[src/rtl/gpio_irq_ctrl.sv]
module gpio_irq_ctrl #(
  parameter int NPINS  = 32,
  parameter int ADDR_W = 8
) (
  input  logic              clk,
  input  logic              rst_n,
  input  logic              req_valid,
  input  logic              req_write,
  input  logic [ADDR_W-1:0] req_addr,
  input  logic [31:0]       req_wdata,
  output logic              rsp_valid,
  output logic [31:0]       rsp_rdata,
  input  logic [NPINS-1:0]  pin_in,
  output logic [NPINS-1:0]  pin_out,
  output logic [NPINS-1:0]  pin_oe,
  input  logic [NPINS-1:0]  alt_out,
  input  logic [NPINS-1:0]  alt_oe,
  output logic [NPINS-1:0]  alt_in,
  output logic              irq
);

  localparam logic [ADDR_W-1:0] A_BYP  = ADDR_W'(8'h00);
  localparam logic [ADDR_W-1:0] A_DIR  = ADDR_W'(8'h04);
  localparam logic [ADDR_W-1:0] A_OEN  = ADDR_W'(8'h08);
  localparam logic [ADDR_W-1:0] A_OUT  = ADDR_W'(8'h0C);
  localparam logic [ADDR_W-1:0] A_INP  = ADDR_W'(8'h10);
  localparam logic [ADDR_W-1:0] A_MSK  = ADDR_W'(8'h14);
  localparam logic [ADDR_W-1:0] A_UNM  = ADDR_W'(8'h18);
  localparam logic [ADDR_W-1:0] A_SETM = ADDR_W'(8'h1C);
  localparam logic [ADDR_W-1:0] A_STS  = ADDR_W'(8'h20);
  localparam logic [ADDR_W-1:0] A_TYP  = ADDR_W'(8'h24);
  localparam logic [ADDR_W-1:0] A_VAL  = ADDR_W'(8'h28);
  localparam logic [ADDR_W-1:0] A_ANY  = ADDR_W'(8'h2C);

  logic [NPINS-1:0] byp_q, dir_q, oen_q, out_q, msk_q, typ_q, val_q, any_q;
  logic [NPINS-1:0] sync1_q, sync2_q, prev_q, sticky_q;
  logic [NPINS-1:0] wd, rise, fall, edge_mode, level_mode, edge_ev, level_hit, status;
  logic             wr, rd, rd_sts;
  logic [31:0]      rd_mux;

  assign wd  = req_wdata[NPINS-1:0];
  assign wr  = req_valid & req_write;
  assign rd  = req_valid & ~req_write;
  assign rd_sts = rd && (req_addr == A_STS);

  // pad muxing
  assign alt_in  = pin_in;
  assign pin_out = (byp_q & alt_out) | (~byp_q & out_q);
  assign pin_oe  = (byp_q & alt_oe)  | (~byp_q & ~dir_q & oen_q);

  // control registers
  always_ff @(posedge clk or negedge rst_n) begin
    if (!rst_n) begin
      byp_q <= '0;
      dir_q <= '0;
      oen_q <= '0;
      out_q <= '0;
      typ_q <= '0;
      val_q <= '0;
      any_q <= '0;
      msk_q <= '1;
    end else if (wr) begin
      case (req_addr)
        A_BYP:  byp_q <= wd;
        A_DIR:  dir_q <= wd;
        A_OEN:  oen_q <= wd;
        A_OUT:  out_q <= wd;
        A_TYP:  typ_q <= wd;
        A_VAL:  val_q <= wd;
        A_ANY:  any_q <= wd;
        A_UNM:  msk_q <= msk_q & ~wd;
        A_SETM: msk_q <= msk_q | wd;
        default: ;
      endcase
    end
  end

  // synchroniser and edge history
  always_ff @(posedge clk or negedge rst_n) begin
    if (!rst_n) begin
      sync1_q <= '0;
      sync2_q <= '0;
      prev_q  <= '0;
    end else begin
      sync1_q <= pin_in;
      sync2_q <= sync1_q;
      prev_q  <= sync2_q;
    end
  end

  assign rise       = sync2_q & ~prev_q;
  assign fall       = ~sync2_q & prev_q;
  assign level_mode = typ_q & ~any_q;
  assign edge_mode  = ~level_mode;
  assign edge_ev    = (any_q & (rise | fall))
                    | (~any_q & ~typ_q & ((val_q & rise) | (~val_q & fall)));
  assign level_hit  = level_mode & ~(sync2_q ^ val_q);

  always_ff @(posedge clk or negedge rst_n) begin
    if (!rst_n) sticky_q <= '0;
    else sticky_q <= ((rd_sts ? '0 : sticky_q) | edge_ev) & edge_mode;
  end

  assign status = sticky_q | level_hit;
  assign irq    = |(status & ~msk_q);

  // read path
  always_comb begin
    rd_mux = '0;
    case (req_addr)
      A_BYP: rd_mux = 32'(byp_q);
      A_DIR: rd_mux = 32'(dir_q);
      A_OEN: rd_mux = 32'(oen_q);
      A_OUT: rd_mux = 32'(out_q);
      A_INP: rd_mux = 32'(sync2_q);
      A_MSK: rd_mux = 32'(msk_q);
      A_STS: rd_mux = 32'(status);
      A_TYP: rd_mux = 32'(typ_q);
      A_VAL: rd_mux = 32'(val_q);
      A_ANY: rd_mux = 32'(any_q);
      default: rd_mux = '0;
    endcase
  end

  always_ff @(posedge clk or negedge rst_n) begin
    if (!rst_n) begin
      rsp_valid <= 1'b0;
      rsp_rdata <= '0;
    end else begin
      rsp_valid <= rd;
      rsp_rdata <= rd ? rd_mux : '0;
    end
  end

  // assertions
  p_input_not_driven_r1: assert property (@(posedge clk) disable iff (!rst_n)
    ((pin_oe & dir_q & ~byp_q) == '0));

  p_unmask_clears_r5: assert property (@(posedge clk) disable iff (!rst_n)
    (wr && req_addr == A_UNM) |=> ((msk_q & $past(wd)) == '0));

  p_mask_sets_r5: assert property (@(posedge clk) disable iff (!rst_n)
    (wr && req_addr == A_SETM) |=> ((msk_q & $past(wd)) == $past(wd)));

  p_rsp_next_cycle_r4: assert property (@(posedge clk) disable iff (!rst_n)
    rd |=> rsp_valid);

  p_rsp_only_after_read_r4: assert property (@(posedge clk) disable iff (!rst_n)
    !rd |=> !rsp_valid);

  p_level_never_latched_r9: assert property (@(posedge clk) disable iff (!rst_n)
    ((sticky_q & level_mode) == '0));

  p_read_clears_old_r10: assert property (@(posedge clk) disable iff (!rst_n)
    rd_sts |=> ((sticky_q & ~$past(edge_ev)) == '0));

  p_all_masked_quiet_r11: assert property (@(posedge clk) disable iff (!rst_n)
    (&msk_q) |-> !irq);

  p_ro_mask_kept_r12: assert property (@(posedge clk) disable iff (!rst_n)
    (wr && req_addr == A_MSK) |=> $stable(msk_q));

endmodule

[config.mk]
export PLATFORM = sky130hd
export DESIGN_NAME = gpio_irq_ctrl
export DESIGN_NICKNAME = d
export VERILOG_FILES = /design/src/rtl/gpio_irq_ctrl.sv
export SDC_FILE = /design/constraint.sdc
export NUM_CORES = 1
export LEC_CHECK = 0
export BUFFER_PORTS_ARGS = -buffer_cell sky130_fd_sc_hd__buf_2
export CORE_MARGIN = 2
export CORE_UTILIZATION = 30
export CTS_BUF_LIST = sky130_fd_sc_hd__clkbuf_4
export DETAILED_ROUTE_END_ITERATION = 8
export SLEW_MARGIN = 20
export SYNTH_ARGS = -nofsm -noshare
export SYNTH_HDL_FRONTEND = slang
export SYNTH_SLANG_ARGS = --single-unit
[constraint.sdc]
create_clock -name clk -period 2.5 [get_ports clk]
set_clock_uncertainty 0.15 [all_clocks]
set_input_delay 0.5 -clock clk [delete_from_list [all_inputs] [get_ports clk]]
set_output_delay 0.5 -clock clk [all_outputs]
set_load 0.02 [all_outputs]
# [Yosys cells after proc, flatten, opt, wreduce, memory -nomap -nowiden]
# Cells that the tools add are included.
[op_classes] reduce_logical=12 bitwise_logic=40 n_eq_ne=11 muxes=4
[op_table] cell="32-bit AND" n=17
[op_table] cell="32-bit NOT" n=11
[op_table] cell="32-bit one-hot mux with 10 select lines" n=1
[op_table] cell="32-bit OR" n=8
[op_table] cell="32-bit two-way mux" n=2
[op_table] cell="32-bit one-hot mux with 2 select lines" n=1
[op_table] cell="8-bit by 5-bit equality test with 1-bit output (second input constant)" n=4
[op_table] cell="8-bit by 6-bit equality test with 1-bit output (second input constant)" n=4
[op_table] cell="32-bit OR reduction" n=1
[op_table] cell="32-bit bitwise XOR" n=1
[op_table] cell="8-bit by 4-bit equality test with 1-bit output (second input constant)" n=2
[op_table] cell="2-bit AND reduction" n=8
[op_table] cell="8-bit by 3-bit equality test with 1-bit output (second input constant)" n=1
[op_table] cell="8-bit zero test" n=1
[op_table] cell="1-bit AND" n=2
[op_table] cell="2-bit nonzero test" n=1
[op_table] cell="1-bit logical AND" n=1
[op_table] cell="1-bit NOT" n=1
[totals] output_inout_bits=130 input_bits=140 ff_bits=417

# [Logic depth before layout (Yosys ltp)]
[depth] depth_word=8 depth_mapped=8

# [Worst setup path after synthesis]
# No wires, ideal clock.
[synth_timing] path_type="input to register" start="in req_addr[1]" end="reg byp_q[10]" path_slack_ps=72 required_ps=2225 cell_stages=6 t_arrival_ps=2153 setup_ps=125 path_cell_list="buf_4 > or4_4 > buf_6 > nor3_4 > buf_6 > mux2_2"
[synth_via] elab_chain_cells=2
[synth_lines] element="start, declared" line="9" text="input logic [ADDR_W-1:0] req_addr,"
[synth_lines] element="8-bit zero test" line="63" text="case (req_addr)"
[synth_lines] element="2-bit AND reduction (no source line)"
[synth_lines] element="end signal, assigned" line="64" text="A_BYP: byp_q <= wd;"
[synth_lines] element="end, declared" line="35" text="logic [NPINS-1:0] byp_q, dir_q, oen_q, out_q, msk_q, typ_q, val_q, any_q;"
# No other way between the ends.
# A chain may end at the register's enable or synchronous reset.

==> metrics.md <==
| Metric | Value |
|---|---|
| Status | `finished with violations` |
| Failing checks | `setup timing` |
| Gp weighted congestion | `0.9178` |
| 1st-pass router iterations | `6` |
| Pwr dens | `about 540 mW/mm^2` |
| Worst EP required | `1850 ps` |
| Post-DP HPWL | `54990 um` |
| Non-filler cells, final | `3445` |
| TritonCTS clock tree | `built` |
| Ys async rst share | `100.0%` |
| Maximum clock insertion buffer count | `3` |
| Synth warn | `0` |
| WL final | `77670 um` |
| Gate Count Post-Synth | `1755` |
| Critical path type | `flip-flop to primary output` |
| Post-place instance area | `0.02514 mm^2` |
| Via density | `slightly above 5` |
| Max-cap check violation count | `0` |
| Peak VDD IR | `about 0.00032 V` |
| GRT busiest layer | `met2` |
| PortBufs | `around 270` |
| Min-delay worst type | `input pin to flip-flop` |
| Post-synthesis area per instance | `~12 um^2` |
| Area share of the largest cell type after synthesis | `46.12%` |
| Antenna Violating Nets Remaining | `0` |
| Total track usage | `between 20% and 30%` |
| Area leader, netlist | `dfrtp_1` |
| Worst Tran Pin Value | `706.9 ps` |
| Root buffer cell | `clkbuf_4` |
| Main flop type after synthesis | `dfrtp_1` |
| #FFs+latches synth | `around 420` |
| Clock transition at path regs | `80 ps` |
| Worst EP arrival | `about 2900 ps` |
| Sequential share of the synthesized area | `~50%` |
| Starting Density | `30.40%` |
| CP Max Fanout | `2` |
| Share of cells above drive strength 1 | `45.20%` |
| NumNets Final | `2618` |
| Total number of vias | `17670` |
| DRC | `0` |
| RSZ-0062 raised after global routing | `yes` |
| Unique masters post-synth | `a little over 70` |
| Cell area after layout | `between 0.02 and 0.03 mm^2` |
| Hold Vio Cnt, Final | `0` |
| Global Route met3 Usage | `5.599%` |
| Clk sinks | `417` |
| Vias in the first global route | `approximately 18000` |
| Nature of the critical path endpoint | `primary output` |
| Fillers | `6639` |
| Worst skew pair latency | `around 920 ps` |
| Final slew viol count | `0` |
| GRT met1 Usage | `27.06%` |
| H-tree depth | `3` |
| Die X | `267.9 um` |
| Post-Synthesis Cell Area | `0.02089 mm^2` |
| Post-synth EDFFs | `0` |
| Num rows | `96` |
| Global route overflow | `0` |
| Final Worst Setup Slack | `-1042 ps` |
| Largest net degree at the start of global routing | `80` |
| # setup viols final | `2` |
| Initial DRC Count | `1534` |
| Core area | `0.06871 mm^2` |
| Synth area leaders | `dfrtp_1, mux2_2, mux2_4` |
| DP Cell Count | `3115` |
| Multi-input logic area | `0.009638 mm^2` |
| Achievable Freq | `282.3 MHz` |
| Syn_nets | `a little under 2000` |
| Crit path time final | `3542 ps` |
| Initial antenna violation count | `11` |
| Register area | `0.01049 mm^2` |
| Layout area overhead | `34.61%` |
| Final period utilization | `141.7%` |
| Routed wire per std cell | `between 20 and 25 um` |
| First-pass GRT wire length | `~110000 um` |
| Leakage | `13.50 nW` |
| Normalized max-slew margin | `52.21%` |
| I/O pins | `270` |
| Die area | `just over 0.07 mm^2` |
| Critical Path Start Type | `flip-flop` |
| Met2 Resource Use GR | `around 35%` |
| Setup_tns | `-1046 ps` |
| CTS Buf Count | `112` |
| Die Y | `267.9 um` |
==> metrics by stage <==
step                      worst slack [ps]  util [%]  hold WS (ps)  total power [mW]
after global placement              -441.3     36.58         186.7             8.678
final                                -1042     40.93         64.60             15.08
after global routing                 -1154     40.92         12.64             15.79
after CTS                            -1123     40.61         5.438             15.21
after detailed placement            -486.3     36.58         185.8             8.722
after floorplan                      71.74         -         54.41             7.901
==> kinds of logic after synthesis <==
family | Yosys count | share of synthesized area, %
buffers and inverters | 205 | 5.103
adders and majority gates | 64 | 3.833
xor gates and xnor gates | 32 | 1.342
and+or+nand+nor | 342 | 9.326
muxes | 326 | 18.32
AOI/OAI and AO/OA | 369 | 11.93
DFF | 417 | 50.15
==> Yosys cell counts, types with 6 or more instances <==
master and number:
buf_4 49, a222oi_1 7, a2111o_1 6, buf_6 11, dfstp_2 32, buf_2 24, mux2_2 196, nor3b_1 9
nor4_1 11, nor2b_1 18, o22ai_1 6, mux2_4 57, xnor2_1 13, a31oi_1 64, mux2_1 26, clkbuf_1 28
a21oi_1 51, o21ai_0 72, xor2_1 19, nand2b_1 42, and3_1 12, nor2_1 59, nor4b_1 14, mux2i_1 47
inv_1 90, a22o_1 15, dfrtp_1 385, nand2_1 112, nand3_1 14, o31ai_1 31, a221oi_1 19, ha_1 64
a41oi_1 7, a22oi_1 60
==> power by group <==
group	internal, mW	leakage [nW]	switching (mW)	total, mW
clock	3.29	0.869	3.00	6.29
combinational	0.722	7.38	0.883	1.61
sequential	6.98	5.25	0.205	7.19
total	11.0	13.5	4.08	15.1
==> registers in the layout, indices dropped and copies added (netlist names), named ones only <==
signal	cells
dir_q	32
sync1_q	32
oen_q	32
sticky_q	32
byp_q	32
sync2_q	32
prev_q	32
typ_q	32
any_q	32
out_q	32
rsp_rdata	32
val_q	32
rsp_valid	1
==> routing by layer <==
layer / wire [um] / vias up
met4: 2473 / 8
met3: 6622 / 182
met5: 46 / -
li1: - / 7778
met2: 36980 / 837
met1: 31550 / 8865
==> placed cells by master (no fill, tap or decap), drive strengths merged, types with 63 or more instances in the layout <==
cell type	count
nand2	112
dfrtp	385
mux2	279
inv	91
buf	595
clkbuf	170
ha	64
o21ai	72
dlygate4sd3	65
a31oi	64
nor2	63
==> worst max-delay path: stages, from the launching register on <==
cell	delay [ps]
dfstp_2	530
inv_1	70
a2111o_1	420
nor4_2	290
and3_1	190
nand4_1	230
buf_6	240
==> repair_timing <==
| action | 4_1_cts | 5_1_grt |
|---|---|---|
| endpoints found under the setup margin | 51 | 34 |
| endpoints found under the hold margin | 681 | 0 |
| hold buffers | 66 | 0 |
| gates resized for setup | 95 | 44 |
| pin swaps | 9 | 7 |
| buffers inserted | 42 | 10 |
==> final timing paths <==
check / startpoint / to / slack [ps] / cells after the start
min in group asynchronous: rst_n / prev_q[0] / 120 / 3
worst min-delay path: req_valid / typ_q[16] / 60 / 4
worst min register to register: sync1_q[6] / sync2_q[6] / 200 / 0
worst max-delay path: flip-flop / irq / -1040 / 6
max in group asynchronous: rst_n / byp_q[4] / 1510 / 3
worst max register to register: sync2_q[31] / sticky_q[31] / 640 / 8
==> area by class of cell <==
class	instances	share of cell area [%]
tap	931	4.143
multi-input combinational	1133	34.28
inverter	90	1.201
clock inverter	32	0.6630
sequential	417	37.31
timing repair buffer	660	17.76
antenna	12	0.1068
clock buffer	170	4.539
Power figures use the tool's default switching activity.
